===== src/rtl/conv_seq_pkg.sv =====
package conv_seq_pkg;
  typedef enum logic [1:0] {
    CM_SINGLE = 2'b00,
    CM_CONT   = 2'b01,
    CM_ALWAYS = 2'b10,
    CM_RSVD   = 2'b11
  } conv_mode_e;

  typedef enum logic [1:0] {
    MX_FOLLOW = 2'b00,
    MX_PRESET = 2'b01,
    MX_SCAN   = 2'b10,
    MX_RSVD   = 2'b11
  } mux_mode_e;
endpackage


===== src/rtl/trig_qualifier.sv =====
module trig_qualifier #(
  parameter int SYNC_STAGES = 2
) (
  input  logic clk,
  input  logic rst,
  input  logic trig_src,
  input  logic sw_trig,
  input  logic hw_trig,
  input  logic hw_pol,
  output logic rise,
  output logic fall
);
  localparam int LAST = SYNC_STAGES - 1;

  logic [LAST:0] sync_q;
  logic          act;
  logic          act_q;

  generate
    if (SYNC_STAGES == 1) begin : g_one
      always_ff @(posedge clk) begin
        if (rst) sync_q <= '0;
        else     sync_q[0] <= hw_trig;
      end
    end else begin : g_many
      always_ff @(posedge clk) begin
        if (rst) sync_q <= '0;
        else     sync_q <= {sync_q[LAST-1:0], hw_trig};
      end
    end
  endgenerate

  // active-sense trigger after source choice and polarity
  always_comb begin
    act = trig_src ? (sync_q[LAST] ^ hw_pol) : sw_trig;
  end

  always_ff @(posedge clk) begin
    if (rst) act_q <= 1'b0;
    else     act_q <= act;
  end

  assign rise = act & ~act_q;
  assign fall = ~act & act_q;
endmodule


===== src/rtl/conv_fsm.sv =====
module conv_fsm
  import conv_seq_pkg::*;
(
  input  logic       clk,
  input  logic       rst,
  input  logic       lvl_mode,
  input  logic [1:0] conv_mode,
  input  logic       rise,
  input  logic       fall,
  input  logic       filt_done,
  output logic       run,
  output logic       restart,
  output logic       step
);
  conv_mode_e mode;
  logic       retrig_ok;
  logic       start_c;
  logic       restart_c;
  logic       cancel_c;
  logic       finish_c;

  always_comb begin
    mode      = conv_mode_e'(conv_mode);
    retrig_ok = (mode == CM_SINGLE) || (mode == CM_CONT);
    start_c   = !run && rise && (mode != CM_RSVD);
    restart_c = run && rise && !lvl_mode && retrig_ok;
    cancel_c  = run && fall && lvl_mode && retrig_ok;
    finish_c  = run && filt_done && (mode == CM_SINGLE) && !restart_c;
    step      = start_c || restart_c;
  end

  always_ff @(posedge clk) begin
    if (rst) begin
      run     <= 1'b0;
      restart <= 1'b0;
    end else begin
      restart <= restart_c;
      if (mode == CM_RSVD)          run <= 1'b0;
      else if (start_c)             run <= 1'b1;
      else if (cancel_c || finish_c) run <= 1'b0;
    end
  end
endmodule


===== src/rtl/mux_indexer.sv =====
module mux_indexer
  import conv_seq_pkg::*;
#(
  parameter int MUXW = 3
) (
  input  logic            clk,
  input  logic            rst,
  input  logic [1:0]      mux_mode,
  input  logic [MUXW-1:0] mux_sel,
  input  logic            step,
  output logic [MUXW-1:0] idx
);
  localparam logic [MUXW-1:0] ZERO = '0;
  localparam logic [MUXW-1:0] ONE  = MUXW'(1);

  mux_mode_e       mode;
  logic [MUXW-1:0] scan_nxt;

  always_comb begin
    mode     = mux_mode_e'(mux_mode);
    scan_nxt = (idx == ZERO) ? mux_sel : idx - ONE;
  end

  always_ff @(posedge clk) begin
    if (rst) begin
      idx <= ZERO;
    end else begin
      case (mode)
        MX_FOLLOW: idx <= mux_sel;
        MX_PRESET: if (step) idx <= mux_sel;
        MX_SCAN:   if (step) idx <= scan_nxt;
        default:   idx <= idx;
      endcase
    end
  end
endmodule


===== src/rtl/conv_seq_ctrl.sv =====
module conv_seq_ctrl
  import conv_seq_pkg::*;
#(
  parameter int MUXW        = 3,
  parameter int SYNC_STAGES = 2
) (
  input  logic            clk,
  input  logic            rst,
  input  logic            trig_src,
  input  logic            sw_trig,
  input  logic            hw_trig,
  input  logic            hw_pol,
  input  logic            lvl_mode,
  input  logic [1:0]      conv_mode,
  input  logic [1:0]      mux_mode,
  input  logic [MUXW-1:0] mux_sel,
  input  logic            filt_done,
  output logic            filt_run,
  output logic            filt_restart,
  output logic            converting,
  output logic [MUXW-1:0] mux_idx
);
  logic rise;
  logic fall;
  logic step;
  logic run;

  trig_qualifier #(.SYNC_STAGES(SYNC_STAGES)) u_qual (
    .clk      (clk),
    .rst      (rst),
    .trig_src (trig_src),
    .sw_trig  (sw_trig),
    .hw_trig  (hw_trig),
    .hw_pol   (hw_pol),
    .rise     (rise),
    .fall     (fall)
  );

  conv_fsm u_fsm (
    .clk       (clk),
    .rst       (rst),
    .lvl_mode  (lvl_mode),
    .conv_mode (conv_mode),
    .rise      (rise),
    .fall      (fall),
    .filt_done (filt_done),
    .run       (run),
    .restart   (filt_restart),
    .step      (step)
  );

  mux_indexer #(.MUXW(MUXW)) u_mux (
    .clk      (clk),
    .rst      (rst),
    .mux_mode (mux_mode),
    .mux_sel  (mux_sel),
    .step     (step),
    .idx      (mux_idx)
  );

  assign filt_run   = run;
  assign converting = run;
endmodule


===== config.mk =====
export PLATFORM = sky130hd
export DESIGN_NAME = conv_seq_ctrl
export DESIGN_NICKNAME = d
export VERILOG_FILES = /design/src/rtl/conv_seq_pkg.sv /design/src/rtl/trig_qualifier.sv /design/src/rtl/conv_fsm.sv /design/src/rtl/mux_indexer.sv /design/src/rtl/conv_seq_ctrl.sv
export SDC_FILE = /design/constraint.sdc
export NUM_CORES = 1
export LEC_CHECK = 0
export BUFFER_PORTS_ARGS = -buffer_cell sky130_fd_sc_hd__buf_2
export CAP_MARGIN = 25
export CORE_AREA = 2 2 39 41
export DETAILED_ROUTE_END_ITERATION = 10
export DIE_AREA = 0 0 41 43
export PLACE_DENSITY = 0.69
export SYNTH_ARGS = -nofsm -noshare
export SYNTH_HDL_FRONTEND = slang
export SYNTH_SLANG_ARGS = --single-unit

===== constraint.sdc =====
create_clock -name clk -period 2.5 [get_ports clk]
set_input_delay 0.25 -clock clk [delete_from_list [all_inputs] [get_ports clk]]
set_output_delay 0.25 -clock clk [all_outputs]
set_load 0.02 [all_outputs]

* After elaboration in Yosys (flattened, before gate mapping)
Index checks and enable logic that the tools add are counted.
** Cells by class
- Add/subtract/negate cells :: 1
- Mux-type cells :: 7
- Reduce and logical (&&, ||, !) cells :: 24
- Eq/ne operators :: 7
- Bitwise logic cells :: 5
** Operator list (count)
- $logic_and 1x1->1 :: 11
- $mux 3 :: 3
- $pmux 3 s3 :: 1
- $ne 2x2->1 const B :: 3
- $eq 2x1->1 const B :: 2
- $eq 2x2->1 const B :: 2
- $logic_not 2->1 :: 2
- $logic_not 1->1 :: 3
- $logic_not 3->1 :: 1
- $logic_or 1x1->1 :: 3
- $mux 1 :: 3
- $reduce_and 3->1 :: 1
- $reduce_bool 3->1 :: 1
- $sub 3x1->3 const B :: 1
- $and 1x1->1 :: 2
- $not 1->1 :: 2
- $reduce_bool 2->1 :: 1
- $reduce_or 2->1 :: 1
- $xor 1x1->1 :: 1
** Storage, ports and cells
- Output and inout port bits :: 6
- Flip-flop bits (word level) :: 8

* Longest topological paths before layout
Gate-level depths: netlist (run 1).
- Depth after elaboration :: 11
- Mapped depth :: 7
- Depth with buffers taken out :: 7

* By module
A second synthesis (run 1) with hierarchy kept.
** Second synthesis, totals
- Cells, all modules :: 47
- Area total of the unflattened synthesis :: 429.2 um2
** By module, submodules not included
- mux_indexer :: instances 1, area an instance 186.4 um2, cells each 22
- conv_fsm :: instances 1, area an instance 118.9 um2, cells each 13
- trig_qualifier :: instances 1, area an instance 116.4 um2, cells each 11
- conv_seq_ctrl :: instances 1, area an instance 7.5 um2, cells each 1

* Least setup slack after synthesis (run 1)
No wires, ideal clock.
- Path kind :: reg-to-reg
- Start :: register u_mux.idx[0]
- End :: register u_mux.idx[2]
- Cell stages (with the launch flop) :: 8
- Setup slack :: 673 ps
- Arrival time :: 1706 ps
- Data required time :: 2379 ps
- Clock period less this slack :: 1827 ps
- Library setup time :: 121 ps
- Path buffers :: 0
- Cells stage by stage :: dfxtp_1 > inv_1 > ha_1 > ha_1 > nor3b_2 > mux2i_1 > nor2_1 > mux2_4
** Between the ends
- Longest elaborated chain between the ends :: 4
- Elaborated cells on any way between the ends :: 5
- Classes of those cells :: add/sub: 1; mux: 3; reduce/logical: 1
** RTL lines
- start, declared :: line mux_indexer.sv:11 : output logic [MUXW-1:0] idx
- start signal, assigned :: line mux_indexer.sv:29 : MX_FOLLOW: idx <= mux_sel;
- start signal, assigned :: line mux_indexer.sv:30 : MX_PRESET: if (step) idx <= mux_sel;
- start signal, assigned :: line mux_indexer.sv:31 : MX_SCAN: if (step) idx <= scan_nxt;
- $sub 3x1->3 / $logic_not 3->1 (equally long branches) :: line mux_indexer.sv:21 : scan_nxt = (idx == ZERO) ? mux_sel : idx - ONE;
- $mux 3 * :: line mux_indexer.sv:21
- $mux 3 * :: line mux_indexer.sv:31
- $pmux 3 s3 * :: line mux_indexer.sv:28 : case (mode)
Mark *: on every way between the ends. The rest lies on a longest branch, timed or not. The select of a mux whose other input is x is not followed.
A chain may end at the register's enable or synchronous reset.

* Final worst setup path (run 1)
Same ends and word-level chain as after synthesis.

==> summary.txt, run 1 <==
Outcome
  – Status: finished, final reports clean

Timing
  – Final TNS setup: 0 ns
  – Period utilization: 72.8%
  – Final Max Tran Viols: 0
  – RSZ-0062 raised after global routing: false
  – Hold Violations, Final: 0
  – Fmax: 549 MHz
  – Final min period: 1.82 ns
  – Slew @ Worst Pin: 0.327 ns
  – Worst Clk Skew: 0.00589 ns
  – Final setup violating endpoints: 0
  – Slew margin rel.: 78.1%
  – Hold_ws: 0.213 ns

Clock network
  – Post-cts gate resize count: 0
  – Setup Buffers After CTS: 0
  – Hold Buf Count CTS: 0
  – CTS Buffer Depth: 2
  – Clk root buf: clkbuf_4
  – Clock Sinks: 8
  – Clk_lat worst skew: 0.25 ns
  – CTS tree: yes
  – CTS Buf Count: 3
  – Htree depth: 1
  – Clock transition at path regs: 0.06 ns

Placement
  – Placed Area: 603 sq um
  – RePlAce Congestion: 0.789
  – Port Buffers: 20
  – Hpwl dp: 766 um

Hold path
  – Hold_sp: hw_trig
  – Hold crit path type: in -> reg

Layout
  – Post-route cell area: 626 sq um
  – Syn-to-layout area delta: 26.6%
  – # diodes: 0
  – Multi-input logic area: 297 sq um
  – Register area: 160 sq um
  – Most frequent cells in the layout: buf_2, nor2_1, dfxtp_1
  – Fill cells: 140
  – Final core utilization: 45.2%
  – Fin nets: 93
  – Commonest non-fill, non-tap cell in the layout: buf_2
  – Layout cells sized above 1: 41.9%

Routing
  – DRC Markers: 0
  – ANT nets after route: 0
  – Initial DRC count: 7
  – Vias/cell: 4.96
  – Per-cell routed wire length: 10.7 um
  – TritonRoute pass-1 iters: 4
  – Via Count: 446
  – DRT Wirelength: 964 um

Logic synthesis
  – Area of the mapped netlist: 494 sq um
  – Seq/Total Area, Yosys: 32.4%
  – Syn Area/Cell: 9.32 sq um
  – Largest cells by area after synthesis: dfxtp_1, nor2_1, inv_1, ha_1, a211oi_4
  – Yosys top cell by area: dfxtp_1
  – Yosys warns: 0
  – Post-synthesis cell count: 53
  – Yosys reg bits: 8
  – Top-area cell type share of the netlist area: 32.4%
  – Synth cell types: 26
  – Net Count, Synth: 70

Critical path
  – Startpoint Class: register
  – Critical Path RT: 2.64 ns
  – Critical Path, Cell by Cell: inv_1 -> ha_1 -> ha_1 -> nor3b_2 -> mux2i_1 -> nor2_1 -> mux2_4
  – Slowest stage delay, CP: 0.38 ns
  – Worst EP arrival: 1.96 ns
  – Crit Path Class: reg -> reg
  – Cell family with most CP delay: multiplexers
  – Crit-path max FO: 5
  – Crit Reg-Reg Startpoint: u_mux.idx[0]
  – Worst Setup SP: u_mux.idx[0]
  – CP endpoint kind: register
  – Crit-path slowest cell: dfxtp_1
  – Buf+Inv Stages, Crit Path: 1
  – CP most frequent cell: ha_1

Power and ir drop
  – Max VDD drop: 0.000275 V
  – Pint: 237 uW
  – Pwr Density: 544 nW/um^2
  – Sequential Power Share: 42.1%
  – LEAKAGE: 0.000285 uW
  – Switching portion of total power: 30.4%
  – Gate power share: 28.8%
  – Clock power share: 29.0%
  – Total power: 340 uW
  – Sw Pwr: 103 uW

Floorplanning
  – Core area: 1380 sq um
  – IO Count: 21
  – Cell Rows: 14
  – Die area: 1760 sq um
  – Initial core utilization: 35.7%
  – Chip height: 43 um
  – Die width: 41 um

Global route
  – Vias in the first global route: 395
  – Congestion Overflow GR: 0
  – Gr usage total: 13.7%
  – Pin count of the biggest net entering global routing: 12
  – Initial antenna violation count: 0
  – First-pass GRT wire length: 1540 um

Job
  – Max-cap viol count: 0
[per-stage QoR]
stage               setup WS [ns]  instances
finish                      0.680         90
detailed placement          0.694         87
CTS                         0.682         90
floorplan                   0.673         53
global route                0.552         90
global placement            0.747         87
[state kept, by name, indices dropped and copies added, names as in the netlist]
register / cells
u_mux.idx: 3
u_fsm.run: 1
u_qual.act_q: 1
u_qual.sync_q: 2
u_fsm.restart: 1
[logic make-up after synthesis]
| kind of cell | count (synthesis) | synth area share, % |
|---|---|---|
| AO/OA/AOI/OAI | 15 | 28.1 |
| AND/OR/NAND/NOR | 15 | 18.0 |
| buffers and inverters | 9 | 7.60 |
| flip-flops | 8 | 32.4 |
| multiplexers | 3 | 7.09 |
| adder cells (fa/ha/maj) | 2 | 5.06 |
| XOR/XNOR | 1 | 1.77 |
[path summary, 6_finish.rpt]
| check | end | slack, ns | cells after the start |
|---|---|---|---|
| hold reg to reg | u_qual.sync_q[1] | 0.44 | 1 |
| hold / removal | u_qual.sync_q[0] | 0.21 | 2 |
| setup reg to reg | u_mux.idx[2] | 0.68 | 7 |
| setup / recovery | u_mux.idx[2] | 0.68 | 7 |
[routing by layer]
metal  up-vias  routed length [um]  global-route usage [%]
met4         0                  17                    6.00
met2        18                 475                    20.9
met3         2                  75                    9.42
met1       197                 396                    13.6
li1        229                   -                       -
met5         -                   0                       0
[area by class of cell]
| cell class | instances | share of cell area, % |
|---|---|---|
| sequential | 8 | 25.6 |
| timing repair buffer | 20 | 16.0 |
| multi-input combinational | 36 | 47.4 |
| tap | 16 | 3.20 |
| inverter | 7 | 4.20 |
| clock buffer | 3 | 3.60 |
[power groups by stage]
stage	registers [uW]	clock network, uW	logic (uW)
CTS	144	107	98.8
detailed placement	146	0	98.7
global placement	146	0	97.6
finish	143	98.8	98.2
floorplan	153	0	62.3
global route	145	113	111
[Yosys cell counts (all sizes together)]
master and n:
mux2i 2, clkbuf 1, o2bb2ai 1, a21o 1, buf 1, nor3b 1, o2111ai 1, a2bb2oi 1
mux2 1, dfxtp 8, ha 2, nor2 8, o21ai 2, nand2b 2, a21oi 3, a32o 1
o22ai 1, a211o 1, a221oi 1, nor2b 3, inv 7, a41oi 1, a211oi 1, xnor2 1
nor4b 1
Power figures use the tool's default switching activity.
==> run 2: changes to the inputs <==
- clock period: 2.5 -> 1.75 ns (I/O delays scaled with it)
==> run 2 against run 1 <==
Against the previous run:
- sequential cell count did not move
- sequential share of layout area fell by 0.55 points
- fmax rose by 11%
- worst hold slack got worse by 0.081 ns
- cell count rose by 1.1%
- global-route usage rose by 0.60 points
- cell area rose by 5.4%
- clock skew rose by 0.00077 ns
- setup slack got worse by 0.56 ns
- largest power group unchanged
- critical path depth did not move
- largest cell class unchanged
==> summary.txt, run 2 (same netlist as run 1, synthesis figures left out) <==
Critical path
  – Crit Reg-Reg Startpoint: u_mux.idx[0]
  – Crit-path max FO: 5
  – Worst r2r dst: u_mux.idx[2]
  – Worst EP arrival: 1.77 ns
  – Crit Path Class: reg -> reg
  – Worst reg2reg path depth: 7
  – Startpoint Class: register
  – Critical Path RT: 1.89 ns
  – CP endpoint kind: register
  – R2R setup slack: 0.12 ns

Global route
  – First-pass GRT wire length: 1620 um
  – Pin count of the biggest net entering global routing: 12
  – Gr usage total: 14.3%
  – Congestion Overflow GR: 0
  – Vias in the first global route: 413
  – Initial antenna violation count: 0

Floorplanning
  – Initial core utilization: 35.7%
  – Core area: 1380 sq um
  – Die area: 1760 sq um
  – IO Count: 21
  – Cell Rows: 14
  – Chip height: 43 um
  – Die width: 41 um

Timing
  – Final Max Tran Viols: 0
  – Worst Clk Skew: 0.00665 ns
  – Hold Violations, Final: 0
  – Final TNS setup: 0 ns
  – Final setup violating endpoints: 0
  – Fmax: 612 MHz
  – Final min period: 1.63 ns
  – Period utilization: 93.4%
  – Slew @ Worst Pin: 0.320 ns
  – RSZ-0062 raised after global routing: false
  – Slew margin rel.: 78.5%

Job
  – Max-cap viol count: 0

Layout
  – Commonest non-fill, non-tap cell in the layout: buf_2
  – Biggest register: u_mux.idx
  – Syn-to-layout area delta: 33.4%
  – Fin nets: 94
  – Largest regs: u_mux.idx: 3 flops, u_qual.sync_q: 2 flops
  – # diodes: 0
  – Most frequent cells in the layout: buf_2, nor2_1, inv_1
  – Layout cells sized above 1: 48.0%
  – Max reg flops: 3

Routing
  – ANT nets after route: 0
  – Via Count: 462
  – Initial DRC count: 2
  – TritonRoute pass-1 iters: 2
  – Vias/cell: 5.08
  – DRT Wirelength: 1040 um
  – DRC Markers: 0
  – Per-cell routed wire length: 11.5 um

Placement
  – RePlAce Congestion: 0.735
  – Port Buffers: 20
  – Hpwl dp: 838 um

Outcome
  – Status: finished, final reports clean

Clock network
  – Htree depth: 1
  – Clock Sinks: 8
  – Clock transition at path regs: 0.06 ns
  – CTS Buf Count: 3
  – CTS Buffer Depth: 2
  – Clk_lat worst skew: 0.25 ns
  – CTS tree: yes
  – Clk root buf: clkbuf_4

Hold path
  – Hold crit path type: in -> reg
  – Worst hold endpoint: u_qual.sync_q[0]
  – WHS Path Cells: 2
  – Hold_sp: hw_trig

Power and ir drop
  – Total power: 506 uW
  – Pwr Density: 768 nW/um^2
  – Max VDD drop: 0.000579 V
  – LEAKAGE: 0.000295 uW
run 2: cell types whose count changed in the layout (fill, tap and decap cells not counted), sizes merged:
cell,change
buf,+1
run 2: how the worst max path moves through the flow:
stage | startpoint | end | slack, ns | cells past startpoint
after floorplan | u_mux.idx[0] | u_mux.idx[2] | 0.02 | 7
after global placement | u_mux.idx[0] | u_mux.idx[1] | 0.09 | 8
after detailed placement | u_mux.idx[0] | u_mux.idx[2] | 0.04 | 7
after CTS | u_mux.idx[0] | u_mux.idx[2] | 0.03 | 7
after global routing | u_mux.idx[0] | u_mux.idx[2] | 0.03 | 7
final | u_mux.idx[0] | u_mux.idx[2] | 0.12 | 7
run 2: metal layers:
metal | vias up | wire length, um | track usage (%)
met5 | - | 0 | 0
met4 | 0 | 14 | 6.00
met3 | 2 | 80 | 9.42
met2 | 13 | 536 | 22.8
met1 | 217 | 412 | 13.6
li1 | 230 | - | -
run 2: stage by stage:
| step | utilization [%] | cell area, sq um | worst slack (ns) | std cells | hold WS (ns) |
|---|---|---|---|---|---|
| floorplan | - | 497 | 0.0175 | 53 | 0.246 |
| global placement | 44.3 | 613 | 0.0866 | 88 | 0.383 |
| detailed placement | 44.3 | 613 | 0.0450 | 88 | 0.390 |
| CTS | 45.9 | 636 | 0.0348 | 91 | 0.124 |
| global route | 47.6 | 659 | 0.0344 | 91 | 0.128 |
| finish | 47.6 | 659 | 0.115 | 91 | 0.132 |
run 2: timing repair:
item / in CTS / in global routing
gates resized for setup: 0 / 5
hold buffers: 0 / 0
buffers inserted: 0 / 0
endpoints found under the setup margin: 0 / 3
run 2: report_power, final:
part	internal, uW	leakage [uW]	total [uW]	switching (uW)
Clock	78.5	0.0000138	142	63.2
Combinational	76.7	0.000214	159	82.4
Sequential	196	0.0000670	206	9.88
run 2: layout make-up:
class,instances,area [sq um]
Inverter,7,26.3
Tap cell,16,20.0
Multi-Input combinational cell,36,318
Fill cell,154,724
Sequential cell,8,165
Clock buffer,3,22.5
Timing Repair Buffer,21,108
run 2: worst max-delay path, stage by stage (launching register included):
cell	delay (ns)
dfxtp_4	0.36
inv_1	0.04
ha_2	0.19
ha_4	0.17
nor3b_4	0.23
mux2i_1	0.20
nor2_1	0.06
mux2_4	0.27
